$ cat src/rtl/gsd_pkg.sv
// Shared types for the gate row scanner.
// Assumes the mode is taken as {mode_a, mode_b}.
package gsd_pkg;

    typedef enum logic [1:0] {
        SCAN_OFF    = 2'b00,
        SCAN_CONT   = 2'b01,
        SCAN_JUMP   = 2'b10,
        SCAN_NORMAL = 2'b11
    } scan_mode_e;

    localparam int BURST_LEN = 3;

    // Token bits injected on three successive steps; bit 0 goes first.
    function automatic logic [BURST_LEN-1:0] burst_pattern(scan_mode_e m);
        case (m)
            SCAN_CONT: return 3'b011;
            SCAN_JUMP: return 3'b101;
            default:   return 3'b001;
        endcase
    endfunction

endpackage

$ cat src/rtl/gsd_launch_ctrl.sv
// Start acceptance and cascade delay.
// Raises `launch` on the edge that must place a new token at the entry row.
// A first device launches on an accepted start. A second device launches
// ROWS edges after the accepted start.
// Assumes start_in is synchronous to clk.
module gsd_launch_ctrl #(
    parameter int ROWS = 240
) (
    input  logic clk,
    input  logic rst_n,
    input  logic start_in,
    input  logic first_pos,
    output logic launch
);
    localparam int CW = $clog2(ROWS + 1);
    localparam logic [CW-1:0] LOAD = CW'(ROWS);

    logic          start_seen;
    logic [CW-1:0] dly_cnt;
    logic          accept;

    // An accepted start is a high sample that follows a low one.
    assign accept = start_in && !start_seen;
    assign launch = first_pos ? accept : (dly_cnt == CW'(1));

    // Keep the start history and run the cascade countdown.
    always_ff @(posedge clk) begin
        if (!rst_n) begin
            start_seen <= 1'b0;
            dly_cnt    <= '0;
        end else begin
            start_seen <= start_in;
            if (accept && !first_pos)
                dly_cnt <= LOAD;
            else if (dly_cnt != '0)
                dly_cnt <= dly_cnt - CW'(1);
        end
    end
endmodule

$ cat src/rtl/gsd_token_chain.sv
// Token shift chain in scan order: bit 0 is the entry row.
// On launch it injects a three-step burst pattern, one bit per clock.
// Assumes ROWS >= 2.
module gsd_token_chain
    import gsd_pkg::*;
#(
    parameter int ROWS = 240
) (
    input  logic                 clk,
    input  logic                 rst_n,
    input  logic                 launch,
    input  logic [BURST_LEN-1:0] pattern,
    output logic [ROWS-1:0]      chain
);
    logic [BURST_LEN-2:0] pend;
    logic                 entry;

    // Bit fed into the entry row this step.
    assign entry = launch ? pattern[0] : pend[0];

    // Move all tokens one row and refill the burst pipeline.
    always_ff @(posedge clk) begin
        if (!rst_n) begin
            pend  <= '0;
            chain <= '0;
        end else begin
            pend  <= launch ? pattern[BURST_LEN-1:1] : {1'b0, pend[BURST_LEN-2:1]};
            chain <= {chain[ROWS-2:0], entry};
        end
    end
endmodule

$ cat src/rtl/gsd_row_map.sv
// Maps scan-order chain bits onto physical lines according to the
// direction, and blanks every line when disabled. Purely combinational.
module gsd_row_map #(
    parameter int ROWS = 240
) (
    input  logic [ROWS-1:0] chain,
    input  logic            dir_fwd,
    input  logic            enable,
    output logic [ROWS-1:0] gate
);
    // One mux per line: a forward or a mirrored index.
    for (genvar i = 0; i < ROWS; i++) begin : g_line
        assign gate[i] = enable && (dir_fwd ? chain[i] : chain[ROWS-1-i]);
    end
endmodule

$ cat src/rtl/gate_scan_top.sv
// Bidirectional gate row scanner with two-device cascade by clock counting.
// Assumes one token step per rising edge of clk, which is the shift clock.
module gate_scan_top
    import gsd_pkg::*;
#(
    parameter int NUM_ROWS = 240
) (
    input  logic                clk,
    input  logic                rst_n,
    input  logic                start_in,
    input  logic                dir_fwd,
    input  logic                chain_sel,
    input  logic                mode_a,
    input  logic                mode_b,
    output logic [NUM_ROWS-1:0] gate
);
    scan_mode_e           mode;
    logic                 first_pos;
    logic                 launch;
    logic [BURST_LEN-1:0] pattern;
    logic [NUM_ROWS-1:0]  chain;

    // Decode the mode, the chain position and the burst shape.
    always_comb begin
        mode      = scan_mode_e'({mode_a, mode_b});
        first_pos = (dir_fwd == chain_sel);
        pattern   = burst_pattern(mode);
    end

    gsd_launch_ctrl #(.ROWS(NUM_ROWS)) u_launch (
        .clk       (clk),
        .rst_n     (rst_n),
        .start_in  (start_in),
        .first_pos (first_pos),
        .launch    (launch)
    );

    gsd_token_chain #(.ROWS(NUM_ROWS)) u_chain (
        .clk     (clk),
        .rst_n   (rst_n),
        .launch  (launch),
        .pattern (pattern),
        .chain   (chain)
    );

    gsd_row_map #(.ROWS(NUM_ROWS)) u_map (
        .chain   (chain),
        .dir_fwd (dir_fwd),
        .enable  (mode != SCAN_OFF),
        .gate    (gate)
    );
endmodule

$ cat config.mk
export PLATFORM = sky130hd
export DESIGN_NAME = gate_scan_top
export DESIGN_NICKNAME = d
export VERILOG_FILES = /design/src/rtl/gsd_pkg.sv /design/src/rtl/gsd_launch_ctrl.sv /design/src/rtl/gsd_token_chain.sv /design/src/rtl/gsd_row_map.sv /design/src/rtl/gate_scan_top.sv
export SDC_FILE = /design/constraint.sdc
export NUM_CORES = 1
export LEC_CHECK = 0
export ABC_AREA = 1
export BUFFER_PORTS_ARGS = -buffer_cell sky130_fd_sc_hd__buf_2
export CAP_MARGIN = 20
export CORE_ASPECT_RATIO = 0.75
export CORE_MARGIN = 3
export CORE_UTILIZATION = 55
export CTS_BUF_LIST = sky130_fd_sc_hd__clkbuf_8
export DETAILED_ROUTE_END_ITERATION = 10
export PLACE_DENSITY = 0.88
export SYNTH_ARGS = -nofsm -noshare
export SYNTH_HDL_FRONTEND = slang
export SYNTH_SLANG_ARGS = --single-unit
$ cat constraint.sdc
create_clock -name clk -period 3 [get_ports clk]
set_input_delay 0.15 -clock clk [delete_from_list [all_inputs] [get_ports clk]]
set_output_delay 0.15 -clock clk [all_outputs]
set_load 0.005 [all_outputs]
==> metrics.csv, run 1 <==
metric;value;unit
status;completed;
GRT Overall Usage;23.5;%
post-layout util;65.9;%
biggest cell delay along the critical path;0.54;ns
Root Driver;clkbuf_8;
RSZ-0062 raised after global routing;false;
HP Class;primary input to flop;
largest net degree at the start of global routing;160;
syn_area_per_cell;6.75;um^2
starting density of the core;56.6;%
CTS tree;yes;
ranking of synthesized cells by area;dfxtp_1 45%, nand2_1 25%, a21oi_1 10%;
Yosys reg bits;251;
Worst EP arrival;2.07;ns
initial DRC count;793;
Final ANT Viol Nets;0;
Antenna Cells;0;
# DRC;0;
Remaining Overflow, GRT;0;
# setup viols final;0;
via count;10300;
Detail Placement HPWL;17400;um
WL per Instance;12.6;um
clock sink count;251;
hold path cells;4;
Highest Clock Rate;450;MHz
Mapped Cells;1639;
area of the core;19500;um^2
post_cts resized;0;
WL met3;1920;um
final hold slack;0.0608;ns
Leak Pwr;7.29;nW
largest area contributor in the netlist;dfxtp_1;
fin. max-slew vios;0;
Synth Warn #;0;
Hold Vio Cnt, Final;0;
Critical Path Sink Type;output port;
worst vdd ir;0.296;mV
R2R depth;7;
Top Layer Used;met4;
final net count;1841;
synth cell count leaders;738 x nand2_1, 255 x inv_1, 251 x dfxtp_1;
first drt pass iteration count;7;
Worst Tran Pin Value;0.772;ns
H-tree levels;2;
post-CTS setup buffers;0;
Tmin final;2.22;ns
Crit path top cell by count;buf_2;
Mapped Area;11100;um^2
Die Wd;170;um
Yosys top cell area share;45.4;%
gpl congestion;0.828;
max_cap viols;0;
vias per inst;4.88;
total CTS buffers;39;
top_reg_cell synth;dfxtp_1;
Longest Clk Path Bufs;3;
Critical Path RT;2.85;ns
clk slew on worst S/H paths;0.06;ns
most frequent cell after synthesis;nand2_1;
hold buffer count at CTS;2;
Post-Syn Nets;1648;
FFs w/ async S/R, synth;0;%
Period Utilization, post-route;74.0;%
final wirelength;26700;um
row count;44;
Max Clock Skew;0.00992;ns
startpoint types;primary input;
fraction of layout cells with a size suffix above 1;18.9;%
Tot Pwr;0.00696;W
CP max-delay cell;dlygate4sd3_1;
routed metal-1 wirelength;12200;um
vias in the first global route;9120;
Pwr Density;540;nW/um^2
Fill cells;1661;
Crit Path Category;primary input to output port;
Routed met2 length;12000;um
number of distinct library cells after synthesis;28;
EDFF count, synth;0;
post-route cell area;12900;um^2
I/O pin count;247;
Area Overhead vs Synth;16.4;%
Chip Height;129;um
Cell Area, Placed;12100;um^2
Die Area;21900;um^2
worst-path maximum fanout;40;
initial antenna violation count;0;
Max-slew headroom;48.5;%
sequential area share after synthesis;45.4;%
Critical Path, Cell by Cell;dlygate4sd3_1 -> buf_2 -> nor2_4 -> buf_4 -> a21oi_1 -> buf_2;
Fin Setup TNS;0;ns
clock latency reported for the late side of the worst-skew pair;0.51;ns
port bufs;246;
first-pass GRT wire length;43300;um
-- power breakdown --
group	total (W)	internal [W]	leakage, nW	switching, W
combinational	0.000642	0.000191	4.83	0.000450
clock	0.00287	0.00160	0.446	0.00127
sequential	0.00344	0.00339	2.02	0.0000531
-- state kept, by name, summed over array words and instances, names as in the netlist --
register / cells
u_chain.chain: 240
u_chain.pend: 2
u_launch.dly_cnt: 8
u_launch.start_seen: 1
-- per-stage QoR --
| step | setup slack [ns] | instances |
|---|---|---|
| after floorplan | 1.81 | 1639 |
| after global placement | 1.37 | 2042 |
| after detailed placement | 1.33 | 2042 |
| after CTS | 0.775 | 2111 |
| after global routing | 0.709 | 2111 |
| final | 0.780 | 2111 |
-- final cells by class --
class	count	area, um^2	area share (%)
Multi-Input combinational cell	1024	4340	33.7
Inverter	258	973	7.56
Sequential cell	251	5020	39.0
Tap cell	253	317	2.46
Clock buffer	47	647	5.02
Timing Repair Buffer	258	1430	11.1
Clock inverter	20	145	1.13
-- layer usage --
metal | GRT usage [%] | up-vias
met5 | 0 | -
met1 | 32.5 | 4618
met3 | 5.41 | 57
met2 | 36.9 | 365
li1 | - | 5255
met4 | 7.07 | 0
-- cell families (layout without fill, tap and decap cells) --
| kind of cell | Yosys count | in the layout | share of synthesized area (%) |
|---|---|---|---|
| AOI/OAI and AO/OA | 252 | 252 | 12.3 |
| adders and majority gates | 2 | 2 | 0.226 |
| buffers and inverters | 364 | 583 | 15.3 |
| DFF | 251 | 251 | 45.4 |
| and+or+nand+nor | 770 | 770 | 26.7 |
-- worst max-delay path: cells and delay by family --
kind                   cells  cell delay (ns)
AOI/OAI and AO/OA          1             0.16
buffers and inverters      4             1.32
and+or+nand+nor            1             0.43
-- worst paths after layout --
path / start / endpoint / slack (ns)
setup / recovery: mode_b / gate[9] / 0.78
hold / removal: mode_a / u_chain.pend[1]$_SDFF_PN0_ / 0.06
setup reg to reg: u_launch.dly_cnt[0]$_SDFFE_PP0P_ / u_launch.dly_cnt[4]$_SDFFE_PN0P_ / 1.64
hold reg to reg: u_chain.pend[0]$_SDFF_PN0_ / u_chain.chain[0]$_SDFF_PN0_ / 0.44
-- cells in the final DEF, fill, tap and decap left out, types with 9 or more instances in the layout --
cell type / count
a21oi_2: 23
buf_2: 244
a21oi_1: 224
dfxtp_1: 251
inv_1: 264
nand3_1: 9
nor2_1: 11
clkbuf_8: 47
nand2_1: 738
Note: power is estimated with default switching activity, not from simulation.
==> run 2: changes to the inputs <==
- clock period: 3 -> 2.1 ns (I/O delays scaled with it)
==> run 2 against run 1 <==
Against the previous run: setup slack got worse by 0.66 ns; cell count grew 0.52%; via count grew 1.1%; hold slack improved by 0.024 ns; die area unchanged; total power rose by 49%; critical endpoint is now gate[17]; highest routed layer unchanged; wire length up 1.0%; largest cell class unchanged; sequential cell count stayed put; largest power group unchanged; register-to-register slack worse by 0.93 ns; cell area up 1.4%.
==> metrics.csv, run 2 (same netlist as run 1, synthesis figures left out) <==
metric;value;unit;change
clock latency reported for the late side of the worst-skew pair;0.52;ns;was 0.51 ns
HP Class;primary input to flop;;unchanged
largest net degree at the start of global routing;145;;was 160
H-tree levels;2;;unchanged
RSZ-0062 raised after global routing;false;;unchanged
# setup viols final;0;;unchanged
Antenna Cells;0;;unchanged
gpl congestion;0.872;;was 0.828
area of the core;19500;um^2;unchanged
# DRC;0;;unchanged
Routed met2 length;12100;um;was 12000 um
first drt pass iteration count;7;;unchanged
Max Clock Skew;0.0165;ns;was 0.00992 ns
commonest non-fill, non-tap cell in the layout;nand2_1;;unchanged
Pwr Density;794;nW/um^2;was 540 nW/um^2
fin. max-slew vios;0;;unchanged
first-pass GRT wire length;43500;um;was 43300 um
Cell Area, Placed;12100;um^2;about the same
Hold Vio Cnt, Final;0;;unchanged
final wirelength;27000;um;was 26700 um
post-layout util;66.8;%;was 65.9%
fraction of layout cells with a size suffix above 1;19.3;%;was 18.9%
post-CTS setup buffers;0;;unchanged
non-filler cells, final;2122;;was 2111
total CTS buffers;39;;unchanged
clk slew on worst S/H paths;0.06;ns;about the same
Root Driver;clkbuf_8;;unchanged
most frequent cells in the layout;738 x nand2_1, 262 x inv_1, 251 x dfxtp_1;;was 738 x nand2_1, 264 x inv_1, 251 x dfxtp_1
post_cts resized;0;;unchanged
hold path cells;5;;was 4
vias in the first global route;9134;;was 9120
Leak Pwr;7.38;nW;was 7.29 nW
Largest Register;u_chain.chain;;unchanged
Worst R2R Start;u_launch.dly_cnt[0]$_SDFFE_PP0P_;;unchanged
I/O pin count;247;;unchanged
flop-to-flop setup slack;0.71;ns;was 1.64 ns
CTS tree;yes;;unchanged
via count;10400;;was 10300
Area Overhead vs Synth;18.1;%;was 16.4%
WL per Instance;12.7;um;was 12.6 um
Die Wd;170;um;unchanged
Crit Path Category;primary input to output port;;unchanged
worst-path maximum fanout;144;;was 40
initial DRC count;759;;was 793
max_cap viols;0;;unchanged
initial antenna violation count;0;;unchanged
Die Area;21900;um^2;unchanged
Detail Placement HPWL;17800;um;was 17400 um
vias per inst;4.90;;was 4.88
Highest Clock Rate;504;MHz;
clock sink count;251;;unchanged
R2R Path End;u_launch.dly_cnt[4]$_SDFFE_PN0P_;;unchanged
Worst Tran Pin Value;0.599;ns;was 0.772 ns
max reg flops;240;;unchanged
Chip Height;129;um;unchanged
status;completed;;unchanged
Final ANT Viol Nets;0;;unchanged
Critical Path RT;2.00;ns;was 2.85 ns
Regs by FF count;u_chain.chain (240), u_launch.dly_cnt (8), u_chain.pend (2);;unchanged
starting density of the core;56.6;%;unchanged
final net count;1849;;was 1841
placed cells;2046;;was 2042
R2R depth;7;;unchanged
GRT Overall Usage;23.8;%;was 23.5%
Max-slew headroom;60.1;%;was 48.5%
Longest Clk Path Bufs;3;;unchanged
Fill cells;1661;;unchanged
Worst Setup EP;gate[17];;was gate[9]
worst setup path startpoint;mode_b;;unchanged
Worst EP arrival;1.88;ns;was 2.07 ns
Period Utilization, post-route;94.5;%;
startpoint types;primary input;;unchanged
routed metal-1 wirelength;12100;um;was 12200 um
Top Layer Used;met4;;unchanged
port bufs;246;;unchanged
Remaining Overflow, GRT;0;;unchanged
Fin Setup TNS;0;ns;unchanged
Tmin final;1.98;ns;
WL met3;2010;um;was 1920 um
post-route cell area;13100;um^2;was 12900 um^2
worst vdd ir;0.535;mV;was 0.296 mV
Critical Path Sink Type;output port;;unchanged
row count;44;;unchanged
## run 2: layer usage
metal	GRT usage, %	vias up
met1	32.4	4704
met2	37.4	366
li1	-	5275
met3	5.50	59
met4	8.17	0
met5	0	-
## run 2: critical path, stage by stage
cell and delay [ns]:
dlygate4sd3_1 0.55, buf_2 0.16, nor2_4 0.14, buf_12 0.49, a21oi_1 0.21, buf_2 0.18
## run 2: how the worst min path moves through the flow
stage / endpoint / start
2_1_floorplan: u_launch.start_seen$_SDFF_PN0_ / start_in
3_3_place_gp: u_launch.start_seen$_SDFF_PN0_ / start_in
3_5_place_dp: u_launch.start_seen$_SDFF_PN0_ / start_in
4_1_cts: u_chain.pend[0]$_SDFF_PN0_ / mode_a
5_1_grt: u_chain.pend[0]$_SDFF_PN0_ / mode_a
6_report: u_chain.pend[0]$_SDFF_PN0_ / mode_a
## run 2: cell type report
class / count / area [um^2] / area share (%)
sequential: 251 / 5020 / 38.5
multi-input combinational: 1024 / 4340 / 33.3
timing repair buffer: 266 / 1510 / 11.6
inverter: 258 / 973 / 7.46
clock buffer: 54 / 743 / 5.69
tap: 253 / 317 / 2.42
clock inverter: 16 / 146 / 1.12
## run 2: per-stage QoR
step                setup WS [ns]  hold WS (ns)  power [W]
finish                      0.116        0.0844     0.0104
global route               0.0621         0.117     0.0108
CTS                         0.176        0.0466     0.0104
detailed placement          0.568         0.332    0.00595
global placement            0.654         0.318    0.00591
floorplan                   0.912         0.198    0.00582
## run 2: power breakdown
group | switching (W) | internal, W
logic | 0.000655 | 0.000286
clock network | 0.00184 | 0.00266
registers | 0.0000813 | 0.00484
## run 2: what timing repair did
item,4_1_cts,5_1_grt
endpoints found under the setup margin,0,0
hold buffers,6,0
hold endpoints to repair,50,0
